`src/rtl/su_cfg_pkg.sv`:
```
package su_cfg_pkg;

  localparam int CFG_W = 16;

  typedef enum logic [1:0] {
    RK_POWERON = 2'd0,
    RK_LONGHW  = 2'd1,
    RK_SHORTHW = 2'd2,
    RK_SOFT    = 2'd3
  } rst_kind_e;

  typedef enum logic [2:0] {
    SM_NORMAL       = 3'd0,
    SM_BOOT         = 3'd1,
    SM_EXTHOST      = 3'd2,
    SM_CPUHOST      = 3'd3,
    SM_BOOT_CPUHOST = 3'd4
  } smode_e;

  localparam logic [CFG_W-1:0] MASK_ALL    = 16'hFFFF;
  localparam logic [CFG_W-1:0] MASK_SHORT  = 16'h1FFC;
  localparam logic [CFG_W-1:0] MASK_SOFT   = 16'h1FC0;
  localparam logic [CFG_W-1:0] MASK_SCHIP  = 16'hFF00;
  localparam logic [CFG_W-1:0] MASK_OPAQUE = 16'h0003;

  // Bits that a reset of this kind captures from the port.
  function automatic logic [CFG_W-1:0] sample_mask_f(rst_kind_e k, logic bidir, logic schip);
    logic [CFG_W-1:0] m;
    if (schip)                                        m = MASK_SCHIP;
    else if (bidir || k == RK_POWERON || k == RK_LONGHW) m = MASK_ALL;
    else if (k == RK_SHORTHW)                         m = MASK_SHORT;
    else                                              m = MASK_SOFT;
    return m;
  endfunction

endpackage

```
`src/rtl/su_window_ctrl.sv`:
```
module su_window_ctrl
  import su_cfg_pkg::*;
#(
  parameter int SEQ_TCL = 1024,
  parameter int PRE_DLY = 7,
  parameter int DIR_DLY = 10
) (
  input  logic             clk,
  input  logic             rst,
  input  logic             rst_start,
  input  logic [1:0]       rst_kind,
  input  logic             bidir_en,
  input  logic             ext_access,
  input  logic             pin_rise,
  input  logic [2:0]       clk_code,
  output logic             strobe,
  output logic [CFG_W-1:0] samp_mask,
  output logic [CFG_W-1:0] xpar_mask,
  output logic             schip_load,
  output logic             hw_full
);

  localparam int HOLD_PON = 2 * SEQ_TCL;
  localparam int MAX_CNT  = (HOLD_PON > DIR_DLY) ? HOLD_PON : DIR_DLY;
  localparam int CNT_W    = $clog2(MAX_CNT + 1);
  localparam logic [CNT_W-1:0] LIM_PON  = CNT_W'(HOLD_PON - 1);
  localparam logic [CNT_W-1:0] LIM_SEQ  = CNT_W'(SEQ_TCL - 1);
  localparam logic [CNT_W-1:0] DLY_PRE  = CNT_W'(PRE_DLY);
  localparam logic [CNT_W-1:0] DLY_DIR  = CNT_W'(DIR_DLY);
  localparam logic [2:0]       CODE_PRE = 3'b001;

  typedef enum logic [1:0] {W_IDLE, W_HOLD, W_OPEN} wstate_e;

  wstate_e          state_q;
  logic [CNT_W-1:0] cnt_q;
  logic [CNT_W-1:0] dly_q;
  rst_kind_e        kind_q;
  logic             bidir_q;
  logic             schip_q;
  logic             rise_q;

  logic [CNT_W-1:0] hold_lim;
  logic             timed_kind;
  logic             go_count;

  assign hold_lim   = (kind_q == RK_POWERON) ? LIM_PON : LIM_SEQ;
  assign timed_kind = (kind_q == RK_SHORTHW) || (kind_q == RK_SOFT);
  assign go_count   = timed_kind || rise_q;
  assign samp_mask  = sample_mask_f(kind_q, bidir_q, schip_q);
  assign schip_load = schip_q;
  assign hw_full    = (kind_q == RK_POWERON) || (kind_q == RK_LONGHW);

  always_ff @(posedge clk) begin
    if (rst) begin
      state_q   <= W_IDLE;
      cnt_q     <= '0;
      dly_q     <= DLY_DIR;
      kind_q    <= RK_POWERON;
      bidir_q   <= 1'b0;
      schip_q   <= 1'b0;
      rise_q    <= 1'b0;
      strobe    <= 1'b0;
      xpar_mask <= '0;
    end else begin
      strobe <= 1'b0;
      if (rst_start) begin
        state_q   <= W_HOLD;
        cnt_q     <= '0;
        kind_q    <= rst_kind_e'(rst_kind);
        bidir_q   <= bidir_en;
        schip_q   <= ext_access &&
                     (rst_kind_e'(rst_kind) == RK_POWERON || rst_kind_e'(rst_kind) == RK_LONGHW);
        rise_q    <= 1'b0;
        dly_q     <= (clk_code == CODE_PRE) ? DLY_PRE : DLY_DIR;
        xpar_mask <= '0;
      end else begin
        unique case (state_q)
          W_HOLD: begin
            if (pin_rise) rise_q <= 1'b1;
            if (cnt_q == hold_lim) begin
              state_q   <= W_OPEN;
              cnt_q     <= '0;
              xpar_mask <= samp_mask & ~MASK_OPAQUE;
            end else begin
              cnt_q <= cnt_q + 1'b1;
            end
          end
          W_OPEN: begin
            if (pin_rise) rise_q <= 1'b1;
            if (go_count) begin
              if (cnt_q == dly_q - 1'b1) begin
                strobe    <= 1'b1;
                state_q   <= W_IDLE;
                xpar_mask <= '0;
              end else begin
                cnt_q <= cnt_q + 1'b1;
              end
            end
          end
          default: ;
        endcase
      end
    end
  end

endmodule

```
`src/rtl/su_cfg_store.sv`:
```
module su_cfg_store
  import su_cfg_pkg::*;
#(
  parameter logic [CFG_W-1:0] RESET_CFG = 16'hFFFF,
  parameter logic [7:0]       SC_LOW    = 8'h2B
) (
  input  logic             clk,
  input  logic             rst,
  input  logic             strobe,
  input  logic [CFG_W-1:0] samp_mask,
  input  logic             schip_load,
  input  logic             hw_full,
  input  logic [CFG_W-1:0] port_in,
  input  logic             sw_we,
  input  logic [CFG_W-1:0] sw_data,
  input  logic             init_done,
  output logic [CFG_W-1:0] cfg_q,
  output logic             schip_mode_q
);

  logic [CFG_W-1:0] merged;

  always_comb begin
    merged = (cfg_q & ~samp_mask) | (port_in & samp_mask);
    if (schip_load) merged[7:0] = SC_LOW;
  end

  always_ff @(posedge clk) begin
    if (rst) begin
      cfg_q        <= RESET_CFG;
      schip_mode_q <= 1'b0;
    end else if (strobe) begin
      cfg_q <= merged;
      if (hw_full) schip_mode_q <= schip_load;
    end else if (sw_we && !init_done) begin
      cfg_q <= sw_data;
    end
  end

endmodule

```
`src/rtl/su_cfg_decode.sv`:
```
module su_cfg_decode
  import su_cfg_pkg::*;
(
  input  logic             clk,
  input  logic             rst,
  input  logic [CFG_W-1:0] cfg,
  input  logic             schip_mode,
  output logic [3:0]       clk_mult_x2,
  output logic [1:0]       seg_sel,
  output logic [1:0]       cs_sel,
  output logic             wr_mode,
  output logic             bus_16bit,
  output logic             bus_mux,
  output smode_e           smode,
  output logic             smode_err,
  output logic             adapt_en,
  output logic             emu_en
);

  logic [3:0] mult_c;
  smode_e     smode_c;
  logic       err_c;

  always_comb begin
    unique case (cfg[15:13])
      3'b111:  mult_c = 4'd8;
      3'b110:  mult_c = 4'd6;
      3'b101:  mult_c = 4'd4;
      3'b100:  mult_c = 4'd10;
      3'b011:  mult_c = 4'd2;
      3'b010:  mult_c = 4'd3;
      3'b001:  mult_c = 4'd1;
      default: mult_c = 4'd5;
    endcase
  end

  always_comb begin
    err_c = 1'b0;
    unique case (cfg[5:2])
      4'b1111: smode_c = SM_NORMAL;
      4'b1011: smode_c = SM_BOOT;
      4'b0111: smode_c = SM_EXTHOST;
      4'b1110: smode_c = SM_CPUHOST;
      4'b1010: smode_c = SM_BOOT_CPUHOST;
      default: begin
        smode_c = SM_NORMAL;
        err_c   = 1'b1;
      end
    endcase
  end

  always_ff @(posedge clk) begin
    if (rst) begin
      clk_mult_x2 <= 4'd8;
      seg_sel     <= 2'b11;
      cs_sel      <= 2'b11;
      wr_mode     <= 1'b1;
      bus_16bit   <= 1'b1;
      bus_mux     <= 1'b1;
      smode       <= SM_NORMAL;
      smode_err   <= 1'b0;
      adapt_en    <= 1'b0;
      emu_en      <= 1'b0;
    end else begin
      clk_mult_x2 <= mult_c;
      seg_sel     <= cfg[12:11];
      cs_sel      <= cfg[10:9];
      wr_mode     <= cfg[8];
      bus_16bit   <= cfg[7];
      bus_mux     <= cfg[6];
      smode       <= smode_c;
      smode_err   <= err_c;
      adapt_en    <= ~cfg[1] & ~schip_mode;
      emu_en      <= ~cfg[0] & ~schip_mode;
    end
  end

endmodule

```
`src/rtl/startup_cfg_latch.sv`:
```
module startup_cfg_latch
  import su_cfg_pkg::*;
#(
  parameter int          SEQ_TCL   = 1024,
  parameter int          PRE_DLY   = 7,
  parameter int          DIR_DLY   = 10,
  parameter logic [15:0] RESET_CFG = 16'hFFFF,
  parameter logic [7:0]  SC_LOW    = 8'h2B
) (
  input  logic        clk,
  input  logic        rst,
  input  logic        rst_start,
  input  logic [1:0]  rst_kind,
  input  logic        bidir_en,
  input  logic        ext_access,
  input  logic        pin_rise,
  input  logic [15:0] port_in,
  input  logic        sw_we,
  input  logic [15:0] sw_data,
  input  logic        init_done,
  output logic [15:0] port_xpar,
  output logic        cfg_strobe,
  output logic [15:0] cfg_word,
  output logic [3:0]  clk_mult_x2,
  output logic [1:0]  seg_sel,
  output logic [1:0]  cs_sel,
  output logic        wr_mode,
  output logic        bus_16bit,
  output logic        bus_mux,
  output logic [2:0]  smode,
  output logic        smode_err,
  output logic        adapt_en,
  output logic        emu_en
);

  logic [CFG_W-1:0] samp_mask;
  logic             schip_load;
  logic             hw_full;
  logic             schip_mode_q;
  smode_e           smode_e_q;

  su_window_ctrl #(
    .SEQ_TCL(SEQ_TCL),
    .PRE_DLY(PRE_DLY),
    .DIR_DLY(DIR_DLY)
  ) u_win (
    .clk        (clk),
    .rst        (rst),
    .rst_start  (rst_start),
    .rst_kind   (rst_kind),
    .bidir_en   (bidir_en),
    .ext_access (ext_access),
    .pin_rise   (pin_rise),
    .clk_code   (cfg_word[15:13]),
    .strobe     (cfg_strobe),
    .samp_mask  (samp_mask),
    .xpar_mask  (port_xpar),
    .schip_load (schip_load),
    .hw_full    (hw_full)
  );

  su_cfg_store #(
    .RESET_CFG(RESET_CFG),
    .SC_LOW   (SC_LOW)
  ) u_store (
    .clk          (clk),
    .rst          (rst),
    .strobe       (cfg_strobe),
    .samp_mask    (samp_mask),
    .schip_load   (schip_load),
    .hw_full      (hw_full),
    .port_in      (port_in),
    .sw_we        (sw_we),
    .sw_data      (sw_data),
    .init_done    (init_done),
    .cfg_q        (cfg_word),
    .schip_mode_q (schip_mode_q)
  );

  su_cfg_decode u_dec (
    .clk         (clk),
    .rst         (rst),
    .cfg         (cfg_word),
    .schip_mode  (schip_mode_q),
    .clk_mult_x2 (clk_mult_x2),
    .seg_sel     (seg_sel),
    .cs_sel      (cs_sel),
    .wr_mode     (wr_mode),
    .bus_16bit   (bus_16bit),
    .bus_mux     (bus_mux),
    .smode       (smode_e_q),
    .smode_err   (smode_err),
    .adapt_en    (adapt_en),
    .emu_en      (emu_en)
  );

  assign smode = smode_e_q;

endmodule

```
`config.mk`:
```
export PLATFORM = sky130hd
export DESIGN_NAME = startup_cfg_latch
export DESIGN_NICKNAME = d
export VERILOG_FILES = /design/src/rtl/su_cfg_pkg.sv /design/src/rtl/su_window_ctrl.sv /design/src/rtl/su_cfg_store.sv /design/src/rtl/su_cfg_decode.sv /design/src/rtl/startup_cfg_latch.sv
export SDC_FILE = /design/constraint.sdc
export NUM_CORES = 1
export LEC_CHECK = 0
export BUFFER_PORTS_ARGS = -buffer_cell sky130_fd_sc_hd__buf_4
export CAP_MARGIN = 20
export CORE_MARGIN = 2
export CORE_UTILIZATION = 49
export DETAILED_ROUTE_END_ITERATION = 10
export PLACE_DENSITY = 0.78
export REMOVE_ABC_BUFFERS = 1
export SYNTH_ARGS = -nofsm -noshare
export SYNTH_HDL_FRONTEND = slang
export SYNTH_SLANG_ARGS = --single-unit
```
`constraint.sdc`:
```
create_clock -name clk -period 2.6 [get_ports clk]
set_input_delay 0.65 -clock clk [delete_from_list [all_inputs] [get_ports clk]]
set_output_delay 0.65 -clock clk [all_outputs]
set_load 0.1 [all_outputs]
```
* Yosys cells after proc, flatten, opt, wreduce, memory -nomap -nowiden
Cells that the tools add are included.
** Word-level totals
- Register bits :: 82
- Input port bits :: 42
- Output and inout port bits :: 50
- Logic and storage cells :: 110
** Cells by class
- Add/sub/neg operators :: 2
- Equal/unequal tests :: 27
- Mux-type cells :: 25
- Bitwise operators :: 11
- Reductions and logical operators :: 23
** Operators with widths (number)
- 16-bit two-way mux :: 7
- 12-bit two-way mux :: 3
- 16-bit bitwise AND :: 2
- 16-bit one-hot mux with 2 select lines :: 1
- 4-bit one-hot mux with 7 select lines :: 1
- 12-bit == test :: 2
- 12-bit one-hot mux with 2 select lines :: 1
- 4-bit == test (second input constant) :: 4
- 16-bit NOT :: 1
- 16-bit OR :: 1
- 12-bit by 1-bit adder with 12-bit output (second input constant) :: 1
- 3-bit == test (second input constant) :: 4
- 3-bit one-hot mux with 4 select lines :: 1
- 12-bit by 1-bit subtractor with 12-bit output (second input constant) :: 1
- 11-bit two-way mux :: 1
- 3-bit by 2-bit != test with 1-bit output (second input constant) :: 3
- 8-bit two-way mux :: 1
- 4-bit AND reduction :: 2
- 2-bit by 1-bit == test with 1-bit output (second input constant) :: 3
- 2-bit == test (second input constant) :: 3
- 3-bit by 2-bit == test with 1-bit output (second input constant) :: 2
- 1-bit logical OR :: 6
- 2-bit two-way mux :: 3
- 6-bit two-way mux :: 1
- 19 further kinds :: 33

* Longest topological paths before layout
- Word-level depth :: 10
- Gate-level depth with buffers :: 7
- Mapped depth without buffers :: 7

* Hierarchy
Synthesis repeated with hierarchy kept, for this count alone.
** Unflattened totals
- Cell total of the unflattened synthesis :: 328
- Area, all modules :: 2879.0 um^2
** By module, submodules not included
- su_window_ctrl :: times used 1, cells an instance 173, area an instance 1461.4 um^2, seq. area each 500.5 um^2
- su_cfg_store :: times used 1, cells an instance 110, area an instance 890.9 um^2, seq. area each 340.3 um^2
- su_cfg_decode :: times used 1, cells an instance 45, area an instance 526.8 um^2, seq. area each 340.3 um^2

* Worst setup path before layout
No wires, ideal clock.
- Path type :: register to register
- Start point :: reg u_win.cnt_q[0]
- End point :: reg u_win.xpar_mask[12]
- Library setup time :: 114 ps
- Arrival time :: 1986 ps
- Required time :: 2486 ps
- Slack :: 500 ps
- Stages on the path, launching flop included :: 7
- Path buffers :: 0
- Clock period less this slack :: 2100 ps
- Path through :: dfxtp_1 > ha_1 > nand3_1 > or2_1 > or4_1 > a32o_1 > a21bo_1
** Between the ends
- Word-level cells in the longest chain between the ends :: 3
- Elaborated cells between the ends (all ways) :: 5
- Those cells by class :: 4 x eq/ne; 1 x reduce/logical
** RTL lines
- from (decl) :: RTL line su_window_ctrl.sv:35 : logic [CNT_W-1:0] cnt_q;
- from (signal assigned) :: RTL line su_window_ctrl.sv:85 : cnt_q <= cnt_q + 1'b1;
- from (signal assigned) :: RTL line su_window_ctrl.sv:96 : cnt_q <= cnt_q + 1'b1;
- 12-bit == test, on equally long branches :: RTL line su_window_ctrl.sv:91, su_window_ctrl.sv:80
- 2-bit by 1-bit != test with 1-bit output (no line)
- 4-bit AND reduction (no line) (*)
- to (signal assigned) :: RTL line su_window_ctrl.sv:83 : xpar_mask <= samp_mask & ~MASK_OPAQUE;
- to (decl) :: RTL line su_window_ctrl.sv:18 : output logic [CFG_W-1:0] xpar_mask,
Mark *: on every way between the ends. The rest lies on a longest branch, timed or not.
A chain may end at the register's enable or synchronous reset.

==> results_dict.tcl <==
set metrics [dict create \
    status "completed" \
    via_count 2306 \
    synth_edf_count 0 \
    routedWlPerCell_um 13.58 \
    critPathLaunch "u_win.xpar_mask[12]" \
    max_slew_margin_pct 62.95 \
    r2r_setup_slack_ns 0.27 \
    clock-sinks 59 \
    tns_ns 0 \
    drive_gt1_share_pct 31.12 \
    clk_latency_ns 0.33 \
    syn_inst 295 \
    grt_use_total_pct 21.55 \
    cts_max_level 3 \
    endpoint_kind "register" \
    p_leak_uw 0.001481 \
    grt_pass1_vias 2159 \
    grt-ovfl-total 0 \
    crit_chain "ha_1 > inv_1 > or3_1 > or3_4 > a32o_1 > a21bo_1" \
    antenna_found_initial 0 \
    ys.flop_type "dfxtp_1" \
    finalClockSkew_ns 0.006093 \
    rows 26 \
    grt_pass1_wl_mm 10.16 \
    vdd_ir_drop_max_mv 0.2901 \
    max_stage_delay_ns 0.47 \
    power_uw 2171 \
    portBuffers 89 \
    finalCoreUtilization_pct 67.03 \
    cts-root-buf "clkbuf_8" \
    dpl_worst_slack_ns 0.3247 \
    yosysTopAreaCellShare_pct 45.32 \
    cts.repair.resized 0 \
    rr_startpoint "u_win.xpar_mask[12]" \
    max_freq_mhz 429.6 \
    cap_violations 0 \
    setup_violations 0 \
    pin_count 92 \
    cp_max_fo 8 \
    dpl.cell_count 430 \
    async_reset_ff_share_pct 0 \
    layout_setup_ws_ns 0.2722 \
    p_per_area_mw_per_mm2 634.2 \
    core_area_sq_mm 0.005107 \
    tightest_slew_ns 0.5506 \
    clock_path_buffers 2 \
    min-delay-start "u_store.schip_mode_q" \
    drv_slew 0 \
    crit_family "simple AND/OR/NAND/NOR gates" \
    drtPass1Iterations 4 \
    final_nets 416 \
    path_class "reg -> reg" \
    fin_crit_ns 2.328 \
    start_util_pct 51.03 \
    hp-class "reg -> reg" \
    yosys.cell_count.top_type "dfxtp_1" \
    die_y_um 76.93 \
    yosys_warnings 0 \
    timing.final.crit_share_pct 89.53 \
    antenna_left 0 \
    critPathArrivalTime_ns 2.56 \
    critPathRequiredTime_ns 2.83 \
    cts_tree "yes" \
    path_clk_slew_ns 0.07 \
    synthTopCellsByArea "dfxtp_1 (45%), mux2i_1 (4.2%), nor2_1 (4.0%), buf_4 (3.7%), a21oi_1 (3.5%)" \
    synth_top_cell_by_area "dfxtp_1" \
    avgSynthCellArea_sq_um 8.835 \
    slowest_stage "dfxtp_1" \
    synthesis.area_sq_mm 0.002606 \
    finalWirelength_mm 6.057 \
    vias_per_cell 5.170 \
    yosys.cell_types.count 49 \
    hold_viol 0 \
    drc 0 \
    drtIter0Drc 121 \
    areaGrowthSynthToFinish_pct 31.35 \
    ys_ff_latch 59 \
    start_kind "register" \
    grt_start_max_net_pins 45 \
    dieArea_sq_mm 0.005918 \
    holdBufCountCts 0 \
    stdcell_count 446 \
    gp_congestion 0.8895 \
    path_buf_inv 1 \
    antenna_cells 0 \
    ys_seq_area_share_pct 45.32 \
    dp_hpwl_mm 4.366 \
    die-width_um 76.93 \
    numCtsBuffers 9 \
    cts_setup_buffers 0 \
    rsz0062_at_grt "false" \
    yosys-top-cells-count "dfxtp_1 (59), nor2_1 (28), nand2_1 (23)" \
]
[worst reg2reg max path, cell delays in order, from the launching register on]
cell and delay, ns:
dfxtp_1 0.47, ha_1 0.34, inv_1 0.14, or3_1 0.42
or3_4 0.40, a32o_1 0.27, a21bo_1 0.20
[power by group]
group          switching (uW)  internal (uW)  total (uW)  leakage (uW)
combinational             276            119         395      0.000900
sequential               27.1            936         963      0.000481
clock                     350            464         814     0.0000991
total                     653           1520        2170       0.00148
[cell usage in the layout (no fill, tap or decap), drive strengths merged, types with 3 or more instances in the layout]
cell type  instances
clkinv             3
nand3              7
buf               91
o22ai              3
a221oi             3
nor2              28
nor4               5
clkbuf            11
nand3b             3
nand4              3
a21oi             18
mux2i             11
inv                9
xor2               7
o2bb2ai            3
o21bai             4
or2                9
or3                4
o21ai             13
ha                 3
nand2b             8
xnor2              6
o211ai             4
nor3               9
nand2             23
dfxtp             59
[logic make-up after synthesis]
group	count (synthesis)	synth area share (%)
compound gates	63	16.13
flops	59	45.32
buf+inv	36	7.105
mux	11	4.225
fa+ha+maj	3	1.440
simple gates	109	21.27
xor+xnor	13	4.369
other cells	1	0.1439
[final cells by class]
cell class | count | area [sq um]
Fill cell | 423 | 1684
Multi-Input combinational cell | 201 | 1244
Tap cell | 70 | 87.58
Clock buffer | 11 | 141.4
Inverter | 9 | 33.78
Sequential cell | 59 | 1181
Clock inverter | 5 | 52.55
Timing Repair Buffer | 91 | 683.2
[metal layers]
| layer | wire (um) | track usage, % | share of wire (%) |
|---|---|---|---|
| met5 | 0 | 0 | 0 |
| met4 | 187 | 11.82 | 3.1 |
| met3 | 300 | 5.176 | 5.0 |
| met2 | 2850 | 33.86 | 47 |
| met1 | 2719 | 27.18 | 45 |
[registers in the layout, summed over array words and instances (netlist names), 3 cells and up, named ones only]
| name | flops |
|---|---|
| u_store.cfg_q | 13 |
| u_win.cnt_q | 12 |
| u_dec.clk_mult_x2 | 4 |
| u_win.xpar_mask | 4 |
| u_dec.smode | 3 |
[path summary, 6_finish.rpt]
path                          to  depth (start not counted)
max          u_win.xpar_mask[12]                          6
min                 u_dec.emu_en                          1
max reg2reg  u_win.xpar_mask[12]                          6
min reg2reg         u_dec.emu_en                          1
[metrics by stage]
| stage | hold slack, ns | cell area (sq um) |
|---|---|---|
| 4_1_cts | 0.4469 | 3423 |
| 6_report | 0.4466 | 3423 |
| 5_1_grt | 0.4799 | 3423 |
| 2_1_floorplan | 0.4102 | 2459 |
| 3_5_place_dp | 0.4467 | 3229 |
| 3_3_place_gp | 0.4464 | 3229 |
Note: power is estimated with default switching activity, not from simulation.
